$ cat config.mk
export PLATFORM = sky130hd
export DESIGN_NAME = ldtsel_loader
export DESIGN_NICKNAME = d
export VERILOG_FILES = /design/src/rtl/ldt_pkg.sv /design/src/rtl/ldt_range_chk.sv /design/src/rtl/ldt_desc_chk.sv /design/src/rtl/ldt_seq.sv /design/src/rtl/ldtsel_loader.sv
export SDC_FILE = /design/constraint.sdc
export NUM_CORES = 1
export LEC_CHECK = 0
export BUFFER_PORTS_ARGS = -buffer_cell sky130_fd_sc_hd__buf_2
export CORE_MARGIN = 2
export CORE_UTILIZATION = 45
export DETAILED_ROUTE_END_ITERATION = 10
export PLACE_DENSITY = 0.87
export SYNTH_ARGS = -nofsm -noshare
export SYNTH_HDL_FRONTEND = slang
export SYNTH_SLANG_ARGS = --single-unit
$ cat constraint.sdc
create_clock -name clk -period 2.4 [get_ports clk]
set_clock_uncertainty 0.2 [all_clocks]
set_input_delay 0.36 -clock clk [delete_from_list [all_inputs] [get_ports clk]]
set_output_delay 0.36 -clock clk [all_outputs]
set_load 0.005 [all_outputs]
$ cat src/rtl/ldt_pkg.sv
package ldt_pkg;
  typedef enum logic [1:0] {
    CAUSE_NONE   = 2'd0,
    CAUSE_RANGE  = 2'd1,
    CAUSE_TYPE   = 2'd2,
    CAUSE_ABSENT = 2'd3
  } cause_e;

  typedef enum logic [1:0] {
    PH_IDLE  = 2'd0,
    PH_CHECK = 2'd1,
    PH_FETCH = 2'd2,
    PH_WAIT  = 2'd3
  } phase_e;

  localparam logic [3:0] LDT_SYS_TYPE = 4'b0010;
  localparam int ACC_PRESENT_BIT = 7;
  localparam int ACC_SEG_BIT     = 4;
  localparam int SEL_TI_BIT      = 2;
  localparam int SEL_W           = 16;
  localparam int IDX_W           = 13;
endpackage

$ cat src/rtl/ldt_range_chk.sv
module ldt_range_chk
  import ldt_pkg::*;
#(
  parameter int ADDR_W = 32,
  parameter int GLIM_W = 16
) (
  input  logic [SEL_W-1:0]  sel,
  input  logic [ADDR_W-1:0] gdt_base,
  input  logic [GLIM_W-1:0] gdt_limit,
  output logic              is_null,
  output logic              out_of_range,
  output logic [ADDR_W-1:0] desc_addr
);
  localparam int CW = (GLIM_W > SEL_W) ? GLIM_W : SEL_W;

  logic [IDX_W-1:0] idx;
  logic             ti;
  logic [CW-1:0]    last_byte;
  logic [CW-1:0]    lim_ext;

  always_comb begin
    idx          = sel[SEL_W-1:3];
    ti           = sel[SEL_TI_BIT];
    last_byte    = CW'({idx, 3'b111});
    lim_ext      = CW'(gdt_limit);
    is_null      = (idx == '0) && !ti;
    out_of_range = ti || (last_byte > lim_ext);
    desc_addr    = gdt_base + ADDR_W'({idx, 3'b000});
  end
endmodule

$ cat src/rtl/ldt_desc_chk.sv
module ldt_desc_chk
  import ldt_pkg::*;
(
  input  logic [7:0] access,
  output logic       ok,
  output cause_e     cause
);
  logic type_good;
  logic present;

  always_comb begin
    type_good = !access[ACC_SEG_BIT] && (access[3:0] == LDT_SYS_TYPE);
    present   = access[ACC_PRESENT_BIT];
    if (!type_good) begin
      cause = CAUSE_TYPE;
    end else if (!present) begin
      cause = CAUSE_ABSENT;
    end else begin
      cause = CAUSE_NONE;
    end
    ok = (cause == CAUSE_NONE);
  end
endmodule

$ cat src/rtl/ldt_seq.sv
module ldt_seq
  import ldt_pkg::*;
(
  input  logic   clk,
  input  logic   rst_n,
  input  logic   req_valid,
  input  logic   is_null,
  input  logic   out_of_range,
  input  logic   fetch_ready,
  input  logic   resp_valid,
  output phase_e phase,
  output logic   req_fire,
  output logic   go_null,
  output logic   go_range,
  output logic   go_fetch,
  output logic   resp_fire
);
  phase_e phase_d;

  always_comb begin
    req_fire  = (phase == PH_IDLE) && req_valid;
    go_null   = (phase == PH_CHECK) && is_null;
    go_range  = (phase == PH_CHECK) && !is_null && out_of_range;
    go_fetch  = (phase == PH_CHECK) && !is_null && !out_of_range;
    resp_fire = (phase == PH_WAIT) && resp_valid;
    phase_d   = phase;
    unique case (phase)
      PH_IDLE:  if (req_fire) phase_d = PH_CHECK;
      PH_CHECK: phase_d = go_fetch ? PH_FETCH : PH_IDLE;
      PH_FETCH: if (fetch_ready) phase_d = PH_WAIT;
      PH_WAIT:  if (resp_fire) phase_d = PH_IDLE;
      default:  phase_d = PH_IDLE;
    endcase
  end

  always_ff @(posedge clk) begin
    if (!rst_n) begin
      phase <= PH_IDLE;
    end else begin
      phase <= phase_d;
    end
  end
endmodule

$ cat src/rtl/ldtsel_loader.sv
module ldtsel_loader
  import ldt_pkg::*;
#(
  parameter int ADDR_W = 32,
  parameter int GLIM_W = 16,
  parameter int DLIM_W = 20
) (
  input  logic              clk,
  input  logic              rst_n,
  input  logic              req_valid,
  output logic              req_ready,
  input  logic [15:0]       req_ldt_sel,
  input  logic [15:0]       req_tss_sel,
  input  logic [ADDR_W-1:0] req_gdt_base,
  input  logic [GLIM_W-1:0] req_gdt_limit,
  output logic              fetch_valid,
  input  logic              fetch_ready,
  output logic [ADDR_W-1:0] fetch_addr,
  input  logic              resp_valid,
  output logic              resp_ready,
  input  logic [ADDR_W-1:0] resp_base,
  input  logic [DLIM_W-1:0] resp_limit,
  input  logic [7:0]        resp_access,
  output logic              fin,
  output logic              load_en,
  output logic [ADDR_W-1:0] load_base,
  output logic [DLIM_W-1:0] load_limit,
  output logic              sel_clear,
  output logic              fault_valid,
  output logic [15:0]       fault_sel,
  output logic [1:0]        fault_cause
);
  logic [SEL_W-1:0]  sel_q;
  logic [SEL_W-1:0]  tss_q;
  logic [ADDR_W-1:0] base_q;
  logic [GLIM_W-1:0] glim_q;
  logic [ADDR_W-1:0] addr_q;

  logic              is_null, out_of_range;
  logic [ADDR_W-1:0] desc_addr;
  logic              desc_ok;
  cause_e            desc_cause;
  phase_e            phase;
  logic              req_fire, go_null, go_range, go_fetch, resp_fire;

  ldt_range_chk #(.ADDR_W(ADDR_W), .GLIM_W(GLIM_W)) u_range (
    .sel          (sel_q),
    .gdt_base     (base_q),
    .gdt_limit    (glim_q),
    .is_null      (is_null),
    .out_of_range (out_of_range),
    .desc_addr    (desc_addr)
  );

  ldt_desc_chk u_desc (
    .access (resp_access),
    .ok     (desc_ok),
    .cause  (desc_cause)
  );

  ldt_seq u_seq (
    .clk          (clk),
    .rst_n        (rst_n),
    .req_valid    (req_valid),
    .is_null      (is_null),
    .out_of_range (out_of_range),
    .fetch_ready  (fetch_ready),
    .resp_valid   (resp_valid),
    .phase        (phase),
    .req_fire     (req_fire),
    .go_null      (go_null),
    .go_range     (go_range),
    .go_fetch     (go_fetch),
    .resp_fire    (resp_fire)
  );

  assign req_ready   = (phase == PH_IDLE);
  assign fetch_valid = (phase == PH_FETCH);
  assign resp_ready  = (phase == PH_WAIT);
  assign fetch_addr  = addr_q;

  // request capture
  always_ff @(posedge clk) begin
    if (!rst_n) begin
      sel_q  <= '0;
      tss_q  <= '0;
      base_q <= '0;
      glim_q <= '0;
      addr_q <= '0;
    end else begin
      if (req_fire) begin
        sel_q  <= req_ldt_sel;
        tss_q  <= req_tss_sel;
        base_q <= req_gdt_base;
        glim_q <= req_gdt_limit;
      end
      if (go_fetch) begin
        addr_q <= desc_addr;
      end
    end
  end

  // outcome strobes
  always_ff @(posedge clk) begin
    if (!rst_n) begin
      fin         <= 1'b0;
      load_en     <= 1'b0;
      load_base   <= '0;
      load_limit  <= '0;
      sel_clear   <= 1'b0;
      fault_valid <= 1'b0;
      fault_sel   <= '0;
      fault_cause <= CAUSE_NONE;
    end else begin
      fin         <= go_null || go_range || resp_fire;
      load_en     <= resp_fire && desc_ok;
      sel_clear   <= go_range || (resp_fire && !desc_ok);
      fault_valid <= go_range || (resp_fire && !desc_ok);
      if (resp_fire && desc_ok) begin
        load_base  <= resp_base;
        load_limit <= resp_limit;
      end
      if (go_range) begin
        fault_sel   <= tss_q;
        fault_cause <= CAUSE_RANGE;
      end else if (resp_fire && !desc_ok) begin
        fault_sel   <= tss_q;
        fault_cause <= desc_cause;
      end
    end
  end
endmodule

==> results.py, run 1 <==
metrics = {
    "timing": {
        "fin_crit_ps": 2640,
        "fin_ws_ps": -237,
        "fin_tns_setup_ps": -8630,
        "setup-violations-final": 52,
        "finalHoldViolCount": 0,
        "slew_headroom_pct": 58.9,
        "fmax_mhz": 379,
        "fin_crit_sh_pct": 110,
        "worst_pin_slew_ps": 610,
        "drv_slew": 0,
        "rsz0062_at_grt": "yes",
    },
    "critical_path": {
        "rr_worst_depth": 10,
        "critPathKind": "reg -> reg",
        "timing.rr.start": "sel_q[12]",
        "cp-end-kind": "register",
        "cp_max_fo": 8,
        "rr_endpoint": "fault_sel[5]",
        "required_ps": 2570,
        "r2r_slack_ps": -240,
        "worst_setup_path_start_kind": "register",
        "critPathArrivalTime_ps": 2810,
    },
    "clocking": {
        "cts_sinks": 185,
        "h-tree-depth": 4,
        "cts_tree": "built",
        "cts-root-buf": "clkbuf_16",
        "clock_latency_ps": 440,
        "clk_pin_slew_ps": 70,
        "cts_buffer_depth": 2,
        "cts_made_buffers": 17,
    },
    "synth": {
        "yosys.area.top_type": "dfxtp_1",
        "synth.distinct_cells": 58,
        "syn-cell-area_um2": 8020,
        "yosys_warnings": 0,
        "ys_ff_latch": 185,
        "synth_nets": 1180,
        "synth.top_cell.area_share_pct": 46.2,
        "synth_edf_count": 0,
        "synth_flop_cell": "dfxtp_1",
        "synth.area.top_cells": "dfxtp_1 46%, nand2_1 14%, a21oi_1 12%, ha_1 4.1%, clkbuf_1 2.5%",
        "async_reset_ff_share_pct": 0,
        "syn_inst": 1008,
        "yosysSeqAreaShare_pct": 46.2,
        "syn_area_per_cell_um2": 7.96,
    },
    "global_routing": {
        "grt_pass1_wl_um": 43200,
        "grt_usage_pct": 29.3,
        "grt_max_degree": 73,
        "grt_pass1_vias": 8750,
        "grt.overflow.total": 0,
        "antenna_found_initial": 1,
    },
    "place": {
        "dp_hpwl_um": 16600,
        "portBuffers": 249,
        "placed_area_um2": 9640,
        "place.gp.congestion": 0.924,
    },
    "pwr": {
        "peakVddDrop_uv": 591,
        "p_per_area_nw_per_um2": 681,
        "power_mw": 8.14,
        "total_leakage_power_nw": 5.12,
    },
    "routing": {
        "ant_nets": 0,
        "wire_per_inst_um": 18.0,
        "first_iter_violations": 926,
        "vias": 9032,
        "drt_pass1_iterations": 6,
        "routed_wl_um": 29200,
        "viasPerCell": 5.56,
        "route.detailed.drc": 0,
    },
    "finish": {
        "final_cell_area_um2": 11900,
        "layout-drive-gt1-share_pct": 28.6,
        "final_cell_mix": "305 x nand2_1, 249 x buf_2, 181 x a21oi_1, 174 x dfxtp_1, 122 x dlygate4sd3_1",
        "syn_to_final_growth_pct": 48.9,
        "nets": 1556,
        "final_common_cell": "nand2_1",
    },
    "status": {
        "failed_checks": "negative setup slack",
        "status": "complete, but fails checks",
    },
    "floorplanning": {
        "coreArea_um2": 17400,
        "die_area_um2": 18900,
        "die_y_um": 138,
        "initial_core_util_pct": 46.2,
        "die_w_um": 138,
        "rows": 48,
        "io_pins": 254,
    },
    "min_path": {
        "min_to": "sel_q[13]",
        "hold_path_class": "in -> reg",
        "min_path_cells": 3,
        "hp-start": "req_ldt_sel[13]",
    },
    "flow_run": {
        "drv_cap": 0,
    },
}
-- kinds of logic (layout without fill, tap and decap cells) --
logic type                 Yosys count  count (layout)  share of synthesized area [%]
muxes                               17              17                           2.12
other                                0               2                              0
DFF                                185             185                           46.2
xor gates and xnor gates            22              22                           2.40
and+or+nand+nor                    398             398                           20.8
AOI/OAI and AO/OA                  270             270                           19.4
buffers and inverters               89             478                           4.82
adders and majority gates           27              27                           4.30
-- cell usage after synthesis, types with 8 or more instances --
| cell | instances |
|---|---|
| and3_1 | 8 |
| clkbuf_1 | 54 |
| o21ai_0 | 9 |
| ha_1 | 26 |
| xnor2_1 | 18 |
| nand2_1 | 306 |
| nand4_1 | 12 |
| dfxtp_1 | 185 |
| nand3_1 | 21 |
| o21ai_1 | 17 |
| a21oi_1 | 185 |
| nor2_1 | 22 |
| o31ai_1 | 14 |
| inv_1 | 19 |
| mux2i_1 | 17 |
-- report_power, final --
part | total (mW) | switching [mW] | internal, mW
registers | 3.41 | 0.160 | 3.25
clock network | 2.88 | 1.32 | 1.56
logic | 1.85 | 0.957 | 0.890
-- area by class of cell --
type	instances	area (µm²)
Tap cell	225	282
Multi-Input combinational cell	734	4200
Clock inverter	15	168
Inverter	20	77.6
Antenna cell	2	5.00
Clock buffer	17	425
Timing Repair Buffer	426	3080
Sequential cell	185	3720
Fill cell	1193	5410
-- worst max-delay path by stage --
stage	cells after the start	startpoint	slack, ps	end
after floorplan	8	sel_q[13]	30	fault_sel[10]
after global placement	8	sel_q[3]	20	fetch_addr[15]
after detailed placement	8	sel_q[4]	-50	fault_sel[10]
after CTS	8	sel_q[3]	1	fetch_addr[29]
after global routing	11	glim_q[12]	-310	fault_sel[2]
final	10	sel_q[12]	-240	fault_sel[5]
-- through the flow --
step | hold WS [ps] | setup WS, ps | cells | util, %
finish | 18.0 | -237 | 1624 | 68.8
global route | 14.6 | -312 | 1623 | 68.8
CTS | 0.843 | 1.20 | 1600 | 66.2
detailed placement | 243 | -50.6 | 1448 | 55.6
global placement | 237 | 18.1 | 1448 | 55.6
floorplan | 235 | 25.1 | 1008 | -
-- layer usage --
layer,share of wire (%),vias to the layer above,GRT usage (%)
met1,37,4151,33.0
met5,0,-,0
li1,-,4179,-
met2,49,571,50.4
met3,9.4,131,8.43
met4,4.7,0,15.0
-- flip-flops by register name, indices dropped and copies added, names as in the netlist, named ones only --
| signal | cells |
|---|---|
| base_q | 32 |
| fetch_addr | 32 |
| load_base | 32 |
| load_limit | 20 |
| fault_sel | 16 |
| glim_q | 16 |
| tss_q | 16 |
| sel_q | 14 |
| fault_cause | 2 |
| fault_valid | 1 |
| fin | 1 |
| load_en | 1 |
| u_seq.phase | 1 |
-- what timing repair did --
item,4_1_cts,5_1_grt
buffers inserted,2,15
setup endpoints to repair,36,52
hold buffers,118,4
resized for setup,12,45
cloned,0,3
endpoints found under the hold margin,118,4
pin swaps,5,19
-- critical path, stage by stage, from the launching register on --
cell	delay [ps]
dfxtp_1	470
ha_4	250
nand4_1	120
buf_4	150
nor3_4	40
nor4_4	350
a31oi_4	150
buf_6	150
a21oi_4	250
clkbuf_16	230
mux2i_1	190
No activity file was read; power rests on OpenSTA's default activity.
==> run 2: changes to the inputs <==
PLACE_DENSITY = 0.75   (was 0.87)
==> run 2 against run 1 <==
Compared with the run above: the run still ends with negative setup slack left; worst hold slack barely moved; final cell count barely moved; non-clock buffer count did not move; critical path depth fell by 1; first-iteration DRC count fell by 40%; die area did not move; sequential cell count did not move; wire length fell by 9.7%.
==> results.py, run 2 (synthesis gave the netlist of run 1 again) <==
metrics = {
    "critical_path": {
        "cp-end-kind": "register",
        "rr_endpoint": "fault_sel[15]",
        "critPathArrivalTime_ps": 2610,
        "crit_chain": "ha_1 > nand2_1 > nor3_2 > nor4_2 > buf_4 > a31oi_4 > a21oi_4 > clkbuf_16 > mux2i_1",
        "r2r_slack_ps": -50,
        "cp_max_fo": 8,
        "rr_worst_depth": 9,
        "timing.rr.start": "sel_q[10]",
        "slowest_stage": "dfxtp_1",
        "required_ps": 2560,
        "slowest_delay_ps": 420,
        "cp-startpoint": "sel_q[10]",
        "critPathKind": "reg -> reg",
        "crit_cells": 9,
        "worst_setup_path_start_kind": "register",
        "critPathTopFamily": "simple AND/OR/NAND/NOR gates",
        "crit_end": "fault_sel[15]",
        "cp_num_buf_inv": 2,
    },
    "global_routing": {
        "grt_pass1_wl_um": 38500,
        "grt_max_degree": 65,
        "grt_pass1_vias": 8126,
        "grt_usage_pct": 25.8,
        "antenna_found_initial": 1,
        "grt.overflow.total": 0,
    },
    "pwr": {
        "total_leakage_power_nw": 5.16,
        "p_per_area_nw_per_um2": 670,
        "peakVddDrop_uv": 623,
    },
    "clocking": {
        "cts-root-buf": "clkbuf_16",
        "h-tree-depth": 4,
        "cts_tree": "built",
        "cts_buffer_depth": 2,
        "clock_latency_ps": 430,
        "cts_made_buffers": 17,
        "cts_sinks": 185,
        "clk_pin_slew_ps": 70,
    },
    "floorplanning": {
        "rows": 48,
        "die_area_um2": 18900,
        "die_w_um": 138,
        "coreArea_um2": 17400,
        "initial_core_util_pct": 46.2,
        "io_pins": 254,
        "die_y_um": 138,
    },
    "timing": {
        "slew_headroom_pct": 64.3,
        "fin_ws_ps": -49.9,
        "worst_pin_slew_ps": 536,
        "fin_crit_sh_pct": 102,
        "fin_tns_setup_ps": -340,
        "fmax_mhz": 408,
        "holdWs_ps": 18.1,
        "setup-violations-final": 14,
        "drv_slew": 0,
        "finalHoldViolCount": 0,
        "fin_crit_ps": 2450,
        "rsz0062_at_grt": "yes",
    },
    "finish": {
        "final_common_cell": "nand2_1",
        "layout-drive-gt1-share_pct": 30.0,
        "nets": 1556,
        "final_cell_mix": "305 x nand2_1, 249 x buf_2, 180 x a21oi_1, 166 x dfxtp_1, 121 x dlygate4sd3_1",
        "syn_to_final_growth_pct": 50.3,
    },
    "min_path": {
        "hold_path_class": "in -> reg",
        "min_path_cells": 3,
    },
    "routing": {
        "viasPerCell": 5.33,
        "wire_per_inst_um": 16.3,
        "routed_wl_um": 26400,
        "vias": 8656,
        "drt_pass1_iterations": 5,
        "route.detailed.drc": 0,
        "ant_nets": 0,
        "first_iter_violations": 557,
    },
    "place": {
        "dp_hpwl_um": 15800,
        "pre_cts_ws_ps": -140,
        "portBuffers": 249,
        "place.gp.congestion": 0.953,
    },
    "status": {
        "status": "complete, but fails checks",
        "failed_checks": "negative setup slack",
    },
    "flow_run": {
        "drv_cap": 0,
    },
}
run 2: through the flow:
stage	area (µm²)	cells	utilization, %	total power, mW
6_report	12100	1623	69.5	8.07
2_1_floorplan	8040	1008	-	4.23
3_3_place_gp	9710	1455	55.9	4.74
3_5_place_dp	9710	1455	55.9	4.77
4_1_cts	11600	1610	66.6	7.76
5_1_grt	12100	1623	69.5	8.38
run 2: layout make-up:
cell class | instances | area [µm²]
Inverter | 20 | 77.6
Clock buffer | 18 | 439
Antenna cell | 1 | 2.50
Tap cell | 225 | 282
Timing Repair Buffer | 426 | 3090
Multi-Input combinational cell | 734 | 4280
Fill cell | 1264 | 5300
Clock inverter | 14 | 150
Sequential cell | 185 | 3740
run 2: power by group:
group | switching, mW | leakage (nW) | total, mW | internal (mW)
combinational | 0.922 | 3.35 | 1.83 | 0.911
clock | 1.32 | 0.289 | 2.83 | 1.51
sequential | 0.158 | 1.51 | 3.41 | 3.25
run 2: what timing repair did:
action                                  CTS  global route
gates cloned                              0             4
buffers inserted                          4             6
hold buffers                            119             2
pin swaps                                 5            25
endpoints found under the hold margin   119             2
gates resized for setup                   9            72
endpoints found under the setup margin   41            50
run 2: worst min-delay path, stage by stage:
cell     delay, ps
buf_2           90
nand2_1         70
a21oi_1         70
run 2: worst min path at each step:
stage                   startpoint             to  slack [ps]
floorplan                 tss_q[0]   fault_sel[0]         230
global placement     load_base[10]  load_base[10]         240
detailed placement   load_limit[0]  load_limit[0]         240
CTS                 req_ldt_sel[8]       sel_q[8]         0.2
global route        req_ldt_sel[8]       sel_q[8]           6
finish              req_ldt_sel[8]       sel_q[8]          20
run 2: layer usage:
| layer | vias up | part of all wire [%] | GRT usage [%] |
|---|---|---|---|
| li1 | 4179 | - | - |
| met1 | 4023 | 40 | 29.4 |
| met3 | 81 | 7.6 | 8.31 |
| met4 | 0 | 4.1 | 11.8 |
| met5 | - | 0 | 0 |
| met2 | 373 | 49 | 44.0 |
